[src/rtl/eeprom_slave_pkg.sv]
package eeprom_slave_pkg;

    // Fixed upper nibble of every control byte this target answers
    localparam logic [3:0] CTRL_TAG = 4'b1010;

    typedef enum logic [2:0] {
        ST_IDLE,   // no transfer open
        ST_CTRL,   // receiving control byte
        ST_AHI,    // receiving high address byte
        ST_ALO,    // receiving low address byte
        ST_WDATA,  // receiving data bytes
        ST_RDATA,  // transmitting data bytes
        ST_PARK    // released, waiting for START or STOP
    } ee_state_e;

    // Events decoded from the synchronised bus lines
    typedef struct packed {
        logic scl;
        logic sda;
        logic rise;
        logic fall;
        logic start;
        logic stop;
    } bus_evt_t;

    function automatic logic ctrl_hit(input logic [7:0] b, input logic [2:0] sel);
        return (b[7:4] == CTRL_TAG) && (b[3:1] == sel);
    endfunction

endpackage

[src/rtl/ee_bus_mon.sv]
module ee_bus_mon
    import eeprom_slave_pkg::*;
#(
    parameter int SYNC_STAGES = 2
) (
    input  logic     clk,
    input  logic     rst,
    input  logic     scl_i,
    input  logic     sda_i,
    output bus_evt_t evt_o
);
    localparam int MSB = SYNC_STAGES - 1;

    logic [MSB:0] scl_q, sda_q;
    logic         scl_d, sda_d;

    always_ff @(posedge clk) begin
        if (rst) begin
            scl_q <= '1;
            sda_q <= '1;
            scl_d <= 1'b1;
            sda_d <= 1'b1;
        end else begin
            scl_q <= {scl_q[MSB-1:0], scl_i};
            sda_q <= {sda_q[MSB-1:0], sda_i};
            scl_d <= scl_q[MSB];
            sda_d <= sda_q[MSB];
        end
    end

    always_comb begin
        evt_o.scl   = scl_q[MSB];
        evt_o.sda   = sda_q[MSB];
        evt_o.rise  = scl_q[MSB] & ~scl_d;
        evt_o.fall  = ~scl_q[MSB] & scl_d;
        evt_o.start = scl_q[MSB] & scl_d & sda_d & ~sda_q[MSB];
        evt_o.stop  = scl_q[MSB] & scl_d & ~sda_d & sda_q[MSB];
    end

endmodule

[src/rtl/ee_array.sv]
module ee_array #(
    parameter int DEPTH = 512,
    localparam int AW = $clog2(DEPTH)
) (
    input  logic          clk,
    input  logic          we,
    input  logic [AW-1:0] waddr,
    input  logic [7:0]    wdata,
    input  logic [AW-1:0] raddr,
    output logic [7:0]    rdata
);
    logic [7:0] cells [DEPTH];

    always_ff @(posedge clk) begin
        if (we) cells[waddr] <= wdata;
    end

    assign rdata = cells[raddr];

endmodule

[src/rtl/i2c_eeprom_slave.sv]
module i2c_eeprom_slave
    import eeprom_slave_pkg::*;
#(
    parameter int DEPTH       = 512,
    parameter int PAGE        = 64,
    parameter int SYNC_STAGES = 2,
    localparam int AW = $clog2(DEPTH)
) (
    input  logic          clk,
    input  logic          rst,
    input  logic          scl_i,
    input  logic          sda_i,
    input  logic [2:0]    dev_sel_i,
    output logic          sda_pull_o,
    output logic          busy_o,
    output logic [AW-1:0] ptr_o
);
    localparam logic [AW-1:0] PMASK = AW'(PAGE - 1);

    bus_evt_t      evt;
    ee_state_e     state;
    logic [3:0]    bit_cnt;
    logic [7:0]    shreg, txreg, ahi;
    logic [AW-1:0] ptr, ptr_page_nxt;
    logic [15:0]   word_addr;
    logic [7:0]    rdata;
    logic          pull, mack, we;

    ee_bus_mon #(.SYNC_STAGES(SYNC_STAGES)) u_mon (
        .clk   (clk),
        .rst   (rst),
        .scl_i (scl_i),
        .sda_i (sda_i),
        .evt_o (evt)
    );

    assign we = evt.fall && (bit_cnt == 4'd8) && (state == ST_WDATA)
                && !evt.start && !evt.stop;

    ee_array #(.DEPTH(DEPTH)) u_mem (
        .clk   (clk),
        .we    (we),
        .waddr (ptr),
        .wdata (shreg),
        .raddr (ptr),
        .rdata (rdata)
    );

    assign ptr_page_nxt = (ptr & ~PMASK) | ((ptr + AW'(1)) & PMASK);
    assign word_addr    = {ahi, shreg};

    always_ff @(posedge clk) begin
        if (rst) begin
            state   <= ST_IDLE;
            bit_cnt <= '0;
            shreg   <= '0;
            txreg   <= '0;
            ahi     <= '0;
            ptr     <= '0;
            pull    <= 1'b0;
            mack    <= 1'b0;
        end else if (evt.start) begin
            state   <= ST_CTRL;
            bit_cnt <= '0;
            pull    <= 1'b0;
        end else if (evt.stop) begin
            state   <= ST_IDLE;
            bit_cnt <= '0;
            pull    <= 1'b0;
        end else if (state != ST_IDLE && state != ST_PARK) begin
            if (evt.rise) begin
                bit_cnt <= bit_cnt + 4'd1;
                if (bit_cnt < 4'd8) shreg <= {shreg[6:0], evt.sda};
                if (bit_cnt == 4'd8) mack <= ~evt.sda;
            end
            if (evt.fall) begin
                if (bit_cnt == 4'd8) begin
                    case (state)
                        ST_CTRL: begin
                            if (ctrl_hit(shreg, dev_sel_i)) begin
                                pull  <= 1'b1;
                                mack  <= 1'b1;
                                state <= shreg[0] ? ST_RDATA : ST_AHI;
                            end else begin
                                state <= ST_PARK;
                            end
                        end
                        ST_AHI: begin
                            ahi   <= shreg;
                            pull  <= 1'b1;
                            state <= ST_ALO;
                        end
                        ST_ALO: begin
                            ptr   <= word_addr[AW-1:0];
                            pull  <= 1'b1;
                            state <= ST_WDATA;
                        end
                        ST_WDATA: begin
                            ptr  <= ptr_page_nxt;
                            pull <= 1'b1;
                        end
                        default: pull <= 1'b0;
                    endcase
                end else if (bit_cnt == 4'd9) begin
                    bit_cnt <= '0;
                    if (state == ST_RDATA) begin
                        if (mack) begin
                            txreg <= rdata;
                            pull  <= ~rdata[7];
                            ptr   <= ptr + AW'(1);
                        end else begin
                            pull  <= 1'b0;
                            state <= ST_PARK;
                        end
                    end else begin
                        pull <= 1'b0;
                    end
                end else if (state == ST_RDATA && bit_cnt != 4'd0) begin
                    pull <= ~txreg[3'(7 - bit_cnt)];
                end
            end
        end
    end

    assign sda_pull_o = pull;
    assign busy_o     = (state != ST_IDLE);
    assign ptr_o      = ptr;

    // an idle target never holds the line
    p_idle_quiet_r8: assert property (@(posedge clk) disable iff (rst)
        (state == ST_IDLE) |-> !pull);

    // STOP always lands in idle
    p_stop_idle_r8: assert property (@(posedge clk) disable iff (rst)
        evt.stop |=> (state == ST_IDLE));

    // START restarts control-byte reception from bit zero
    p_start_restart_r9: assert property (@(posedge clk) disable iff (rst)
        evt.start |=> (state == ST_CTRL && bit_cnt == 4'd0 && !pull));

    // the pull enable moves only while SCL is low
    p_pull_scl_low_r10: assert property (@(posedge clk) disable iff (rst)
        !$stable(pull) |-> !evt.scl);

    // a stored byte never moves the pointer out of its page
    p_page_hold_r4: assert property (@(posedge clk) disable iff (rst)
        we |=> ((ptr & ~PMASK) == $past(ptr & ~PMASK)));

    // a byte accepted on the eighth falling edge is acknowledged
    p_ack_drive_r2: assert property (@(posedge clk) disable iff (rst)
        we |=> pull);

endmodule

[config.mk]
export PLATFORM = sky130hd
export DESIGN_NAME = i2c_eeprom_slave
export DESIGN_NICKNAME = d
export VERILOG_FILES = /design/src/rtl/eeprom_slave_pkg.sv /design/src/rtl/ee_bus_mon.sv /design/src/rtl/ee_array.sv /design/src/rtl/i2c_eeprom_slave.sv
export SDC_FILE = /design/constraint.sdc
export NUM_CORES = 2
export LEC_CHECK = 0
export BUFFER_PORTS_ARGS = -buffer_cell sky130_fd_sc_hd__buf_2
export CAP_MARGIN = 40
export CELL_PAD_IN_SITES_DETAIL_PLACEMENT = 1
export CELL_PAD_IN_SITES_GLOBAL_PLACEMENT = 1
export CORE_UTILIZATION = 51
export DETAILED_ROUTE_END_ITERATION = 10
export PLACE_DENSITY = 0.83
export SLEW_MARGIN = 20
export SYNTH_ARGS = -nofsm -noshare
export SYNTH_HDL_FRONTEND = slang
export SYNTH_SLANG_ARGS = --single-unit
[constraint.sdc]
create_clock -name clk -period 8.9 [get_ports clk]
set_input_delay 2.225 -clock clk [delete_from_list [all_inputs] [get_ports clk]]
set_output_delay 2.225 -clock clk [all_outputs]
set_load 0.005 [all_outputs]
Word-level counts from Yosys, hierarchy flattened
Memory sizes are Yosys's and may differ from the RTL's. A register that Yosys moved wholly into a read port is not among the register bits.
Index checks and enable logic that the tools add are counted.
{"block": "totals", "reg_bits": 41, "ramBits": 4096, "inputBits": 7, "output_inout_bits": 11, "memories": 1}
{"name": "u_mem.cells", "words": 512, "word_bits": 8, "read_ports": 1, "rd_ports_with_merged_regs": 1, "wr": 1, "line": "ee_array.sv:12", "rtl": "logic [7:0] cells [DEPTH];"}
{"block": "classes", "add_sub_neg": 3, "magnitude_cmp": 2, "n_eq_ne": 16, "mux": 39, "n_bitwise": 17, "reduce_logical": 29}
{"cell": "two-way mux 9 bit", "count": 6}
{"cell": "two-way mux 1 bit", "count": 19}
{"cell": "two-way mux 3 bit", "count": 6}
{"cell": "one-hot mux 9 bit (2 select lines)", "count": 1}
{"cell": "AND reduction 6 bit", "count": 3}
{"cell": "two-way mux 4 bit", "count": 4}
{"cell": "AND reduction 8 bit", "count": 2}
{"cell": "== test 4 bit (second input constant)", "count": 3}
{"cell": "nonzero test 3 bit", "count": 4}
{"cell": "nonzero test 4 bit", "count": 3}
{"cell": "adder 9 x 1 -> 9 bit (second input constant)", "count": 1}
{"cell": "inverter 1 bit", "count": 9}
{"cell": "OR 9 x 6 -> 9 bit", "count": 1}
{"cell": "one-hot mux 3 bit (3 select lines)", "count": 1}
{"cell": "bitwise AND 1 bit", "count": 7}
{"cell": "logical AND 1 bit", "count": 7}
{"cell": "== test 3 x 2 -> 1 bit (second input constant)", "count": 2}
{"cell": "== test 3 bit (second input constant)", "count": 2}
{"cell": "!= test 3 bit (second input constant)", "count": 2}
{"cell": "!= test 6 x 3 -> 1 bit (second input constant)", "count": 1}
{"cell": "nonzero test 2 bit", "count": 3}
{"cell": "OR reduction 3 bit", "count": 2}
{"cell": "AND reduction 5 bit", "count": 1}
{"cell": "adder 4 x 1 -> 4 bit (second input constant)", "count": 1}
{"cell": "14 further kinds", "count": 15}

Logic depth before layout (Yosys ltp)
{"block": "depth", "ltp_word": 9, "depth_mapped": 15, "ltp_nobuf": 10}

Cells and area by module
A second synthesis with hierarchy kept.
{"block": "hier_totals", "hier_cells": 8282, "hier_area_um2": 162024.1}
{"module": "ee_array", "n_inst": 1, "cells_each": 8022, "area_per_inst_um2": 159767.0}
{"module": "i2c_eeprom_slave", "n_inst": 1, "cells_each": 242, "area_per_inst_um2": 2052.0}
{"module": "ee_bus_mon", "n_inst": 1, "cells_each": 18, "area_per_inst_um2": 205.2}

Worst setup path after synthesis
OpenSTA, ideal clock, no wires.
{"block": "synth_path", "path_type": "register to register", "start": "register shreg[7]", "end": "register state[0]", "setup_ns": 0.060, "arrival_ns": 8.337, "required_ns": 8.840, "slack_ns": 0.503, "path_stages_with_launch": 8, "synth_period_minus_slack_ns": 8.397, "path_cell_list": "dfxtp_1 > nor4bb_1 > nand4_1 > nor2_1 > nand2_1 > o21a_1 > o21ai_0 > o311a_1"}
{"block": "synth_via", "elab_chain_cells": 9}
{"item": "from (decl)", "line": "i2c_eeprom_slave.sv:23", "rtl": "logic [7:0] shreg, txreg, ahi;"}
{"item": "from (signal assigned)", "line": "i2c_eeprom_slave.sv:73", "rtl": "if (bit_cnt < 4'd8) shreg <= {shreg[6:0], evt.sda};"}
{"item": "== test 4 bit", "line": "eeprom_slave_pkg.sv:27", "rtl": "return (b[7:4] == CTRL_TAG) && (b[3:1] == sel);"}
{"item": "logical AND 1 bit", "line": "eeprom_slave_pkg.sv:27"}
{"item": "two-way mux 3 bit", "line": "i2c_eeprom_slave.sv:80", "rtl": "if (ctrl_hit(shreg, dev_sel_i)) begin"}
{"item": "one-hot mux 3 bit (3 select lines)", "line": "i2c_eeprom_slave.sv:78", "rtl": "case (state)"}
{"item": "two-way mux 3 bit", "line": "i2c_eeprom_slave.sv:77", "rtl": "if (bit_cnt == 4'd8) begin"}
{"item": "two-way mux 1 bit", "line": "i2c_eeprom_slave.sv:76", "rtl": "if (evt.fall) begin"}
{"item": "two-way mux 1 bit", "line": "i2c_eeprom_slave.sv:70", "rtl": "end else if (state != ST_IDLE && state != ST_PARK) begin"}
{"item": "two-way mux 1 bit", "line": "i2c_eeprom_slave.sv:66", "rtl": "end else if (evt.stop) begin"}
{"item": "two-way mux 1 bit", "line": "i2c_eeprom_slave.sv:62", "rtl": "end else if (evt.start) begin"}
{"item": "to (signal assigned)", "line": "i2c_eeprom_slave.sv:83", "rtl": "state <= shreg[0] ? ST_RDATA : ST_AHI;"}
{"item": "to (decl)", "line": "i2c_eeprom_slave.sv:21", "rtl": "ee_state_e state;"}
Every way passes these cells. The select of a mux whose other input is x is not followed.
A chain may end at the register's enable or synchronous reset.

==> qor.txt <==
H-tree depth - 5
Mapped Area - 162000 um^2
port buffer count - 17
synth warn - 0
area of the multi-input gates - 35000 um^2
Relative slew margins - 17.8%
cell row count - 206
count of nets after finishing - 8157
Seq cells post-synth - 4146
Max Cap Violations - 0
WS Path Type - reg2reg
critical path startpoint category - flop
Sum Neg Setup Slack - 0 ns
final wirelength - 505 mm
Starting DRT DRC Count - 14700
fmax - 0.179 GHz
postcts setup bufs - 0
leakage - 56.0 nW
PwrDens - 212 nW/um^2
post-synthesis cell count - 7689
max-slew violations - 0
Worst setup EP type - flop
number of global-route vias before repair - 89400
hpwl dp - 271 mm
Mapped Avg Cell Area - 21.1 um^2
DIE AREA - 320000 um^2
CP max-delay cell - or2_4
hold slack - 0.381 ns
most numerous cell on the critical path - buf_4
share of the synthesized area in the top cell type - 75.9%
crit path max fanout - 56
critical path's largest stage delay - 0.82 ns
met1 WL - 166 mm
Synth area leaders - edfxtp_1 (76%), mux4_2 (13%), mux2i_1 (2.5%)
area occupied by registers - 124000 um^2
final setup violation count - 0
WL per Instance - 39.9 um
largest net degree at the start of global routing - 238
Worst Slack Setup Final - 3.32 ns
data arrival time of the worst path - 6.40 ns
Overflow after GRT - 0
area grow syn2layout - 12.4%
WL met3 - 60.2 mm
Hold Buf Count CTS - 0
CTS Buffer Depth - 4
Hold Path Class - reg2reg
number of cells after detailed placement - 11600
Final Wtd Congestion - 0.847
Vias/cell - 7.07
Hold Fails Final Rpt - 0
# IOs - 18
vias - 89500
FILL cells - 26500
EDFF count, synth - 4096
worst path cell trace - buf_4 > or2_4 > buf_4 > o22ai_1 > o41ai_1 > a2111oi_2 > nand4b_1 > or4_1 > o311a_1 > nor3_2
chip height - 566 um
fraction of registers with async set/reset - 0%
DR pass1 iterations - 7
share of cells above drive strength 1 - 25.1%
Synth Net Count - 7703
Worst Tran Pin Value - 1.23 ns
cts bufs inserted - 405
Netlist cell types - 81
required time of the critical path - 9.72 ns
post-synth top area cell - edfxtp_1
DRC - 0
Clock Skews - 0.112 ns
ys flop type - edfxtp_1
core footprint - 315000 um^2
Tot GR Track Use - 30.4%
Peak supply drop - 0.184 mV
final critical-path share of the clock period - 62.7%
post_cts resized - 0
fin cells - 12700
CTS sink count - 4146
Clock Tree Root - clkbuf_16
post-synthesis sequential area ratio - 76.6%
global-route wire length before repair - 684 mm
max layer used - met5
Die X - 566 um
status - complete, no violations
RSZ-0062 raised after global routing - false
number of nets with antenna violations after detailed routing - 0
met2 wire len - 241 mm
Starting Density - 51.3%
DP Worst Slack - 3.66 ns
minimum clock period - 5.58 ns
TritonCTS clock tree - yes
clk_lat worst skew - 0.99 ns
Reg clk slew, reported paths - 0.07 ns
antenna violations before repair - 35
==> metal layers <==
metal,global-route usage (%),up-vias
met5,0,-
met3,6.81,1977
met2,48.9,8303
li1,-,33000
met1,38.3,46200
met4,17.4,46
==> flip-flops by register name, summed over array words and instances (netlist names), named ones only <==
signal / cells
ahi: 1
shreg: 8
bit_cnt: 4
state: 3
u_mon.sda_q: 2
u_mon.sda_d: 1
u_mon.scl_d: 1
txreg: 8
ptr_o: 9
u_mem.cells: 4096
sda_pull_o: 1
mack: 1
u_mon.scl_q: 2
==> worst max-delay path: cells and delay by family (launching register included) <==
| family | cells | cell delay, ns |
|---|---|---|
| buf+inv | 2 | 1.42 |
| compound gates | 4 | 1.36 |
| simple gates | 4 | 1.74 |
| flops | 1 | 0.68 |
==> synth_stat cells, drive strengths merged, types with 5 or more instances <==
master and number:
a2111oi 9, a211o 9, a211oi 30, a21oi 112
a221oi 7, a22o 10, a22oi 57, a311oi 9
a31oi 13, and2 19, and3 6, buf 265
clkbuf 208, dfxtp 50, edfxtp 4096, ha 7
inv 14, mux2 23, mux2i 403, mux4 952
nand2 139, nand2b 11, nand3 61, nand4 18
nor2 639, nor2b 16, nor3 77, nor4 16
o2111ai 5, o211ai 26, o21ai 68, o221ai 138
o22ai 87, o31ai 7, or2 9, or3 7
xnor2 5
==> cell families (layout without fill, tap and decap cells) <==
logic type | Yosys count | count (layout) | share of synthesized area (%)
fa+ha+maj | 7 | 7 | 0.0541
compound gates | 620 | 620 | 2.70
simple gates | 1044 | 1044 | 2.77
xor+xnor | 7 | 7 | 0.0379
buf+inv | 487 | 1270 | 1.97
flops | 4146 | 4146 | 76.6
other cells | 0 | 21 | 0
mux | 1378 | 1378 | 15.9
==> metrics by stage <==
| step | cell area (um^2) | util (%) | power, mW |
|---|---|---|---|
| after CTS | 180000 | 56.9 | 38.5 |
| after global routing | 182000 | 57.7 | 39.1 |
| after global placement | 166000 | 52.5 | 21.6 |
| after detailed placement | 167000 | 52.8 | 21.6 |
| final | 182000 | 57.7 | 38.6 |
| after floorplan | 162000 | - | 21.6 |
==> cells in the final DEF (no fill, tap or decap), types with 10 or more instances in the layout <==
cell        netlist  final
edfxtp_1       4096   4096
mux4_2          947    947
nor2_1          639    635
buf_4            42    419
clkbuf_16         0    406
mux2i_1         403    403
o221ai_1        137    137
nand2_1         139    127
a21oi_1         112    112
clkbuf_1        208     90
o22ai_1          87     87
clkinv_1          0     77
clkinv_2          0     76
nor3_1           76     74
o21ai_0          66     65
nand3_1          61     57
a22oi_1          57     57
dfxtp_1          50     36
bufinv_16         0     36
buf_12           30     32
a211oi_1         30     30
buf_2            91     30
buf_16            0     28
o211ai_1         26     26
mux2_2           23     23
diode_2           0     21
clkinvlp_4        0     20
and2_1           19     19
nand4_1          18     18
nor4_1           16     16
a31oi_1          13     13
dfxtp_4           0     13
nand2_4           0     12
inv_1            14     11
nor2b_1          16     11
nand2b_1         11     10
a22o_1           10     10
==> path summary, 6_finish.rpt <==
path | startpoint | to | slack (ns) | cells after the start
worst max-delay path | flop | txreg[6] | 3.32 | 10
worst min-delay path | u_mon.sda_q[0] | u_mon.sda_q[1] | 0.38 | 1
worst max register to register | flop | txreg[6] | 3.32 | 10
worst min register to register | u_mon.sda_q[0] | u_mon.sda_q[1] | 0.38 | 1
==> cell type report <==
type | instances | share of cell area, %
Antenna cell | 21 | 0.0289
Clock buffer | 499 | 5.79
Clock inverter | 237 | 1.30
Inverter | 14 | 0.0371
Multi-Input combinational cell | 3056 | 19.2
Sequential cell | 4146 | 68.1
Tap cell | 4160 | 2.86
Timing Repair Buffer | 520 | 2.65
==> power breakdown <==
part           total [mW]  switching, mW  internal, mW
registers            21.1        0.00573          21.1
clock network        17.4           7.86          9.51
logic              0.0788         0.0602        0.0186
Power figures use the tool's default switching activity.
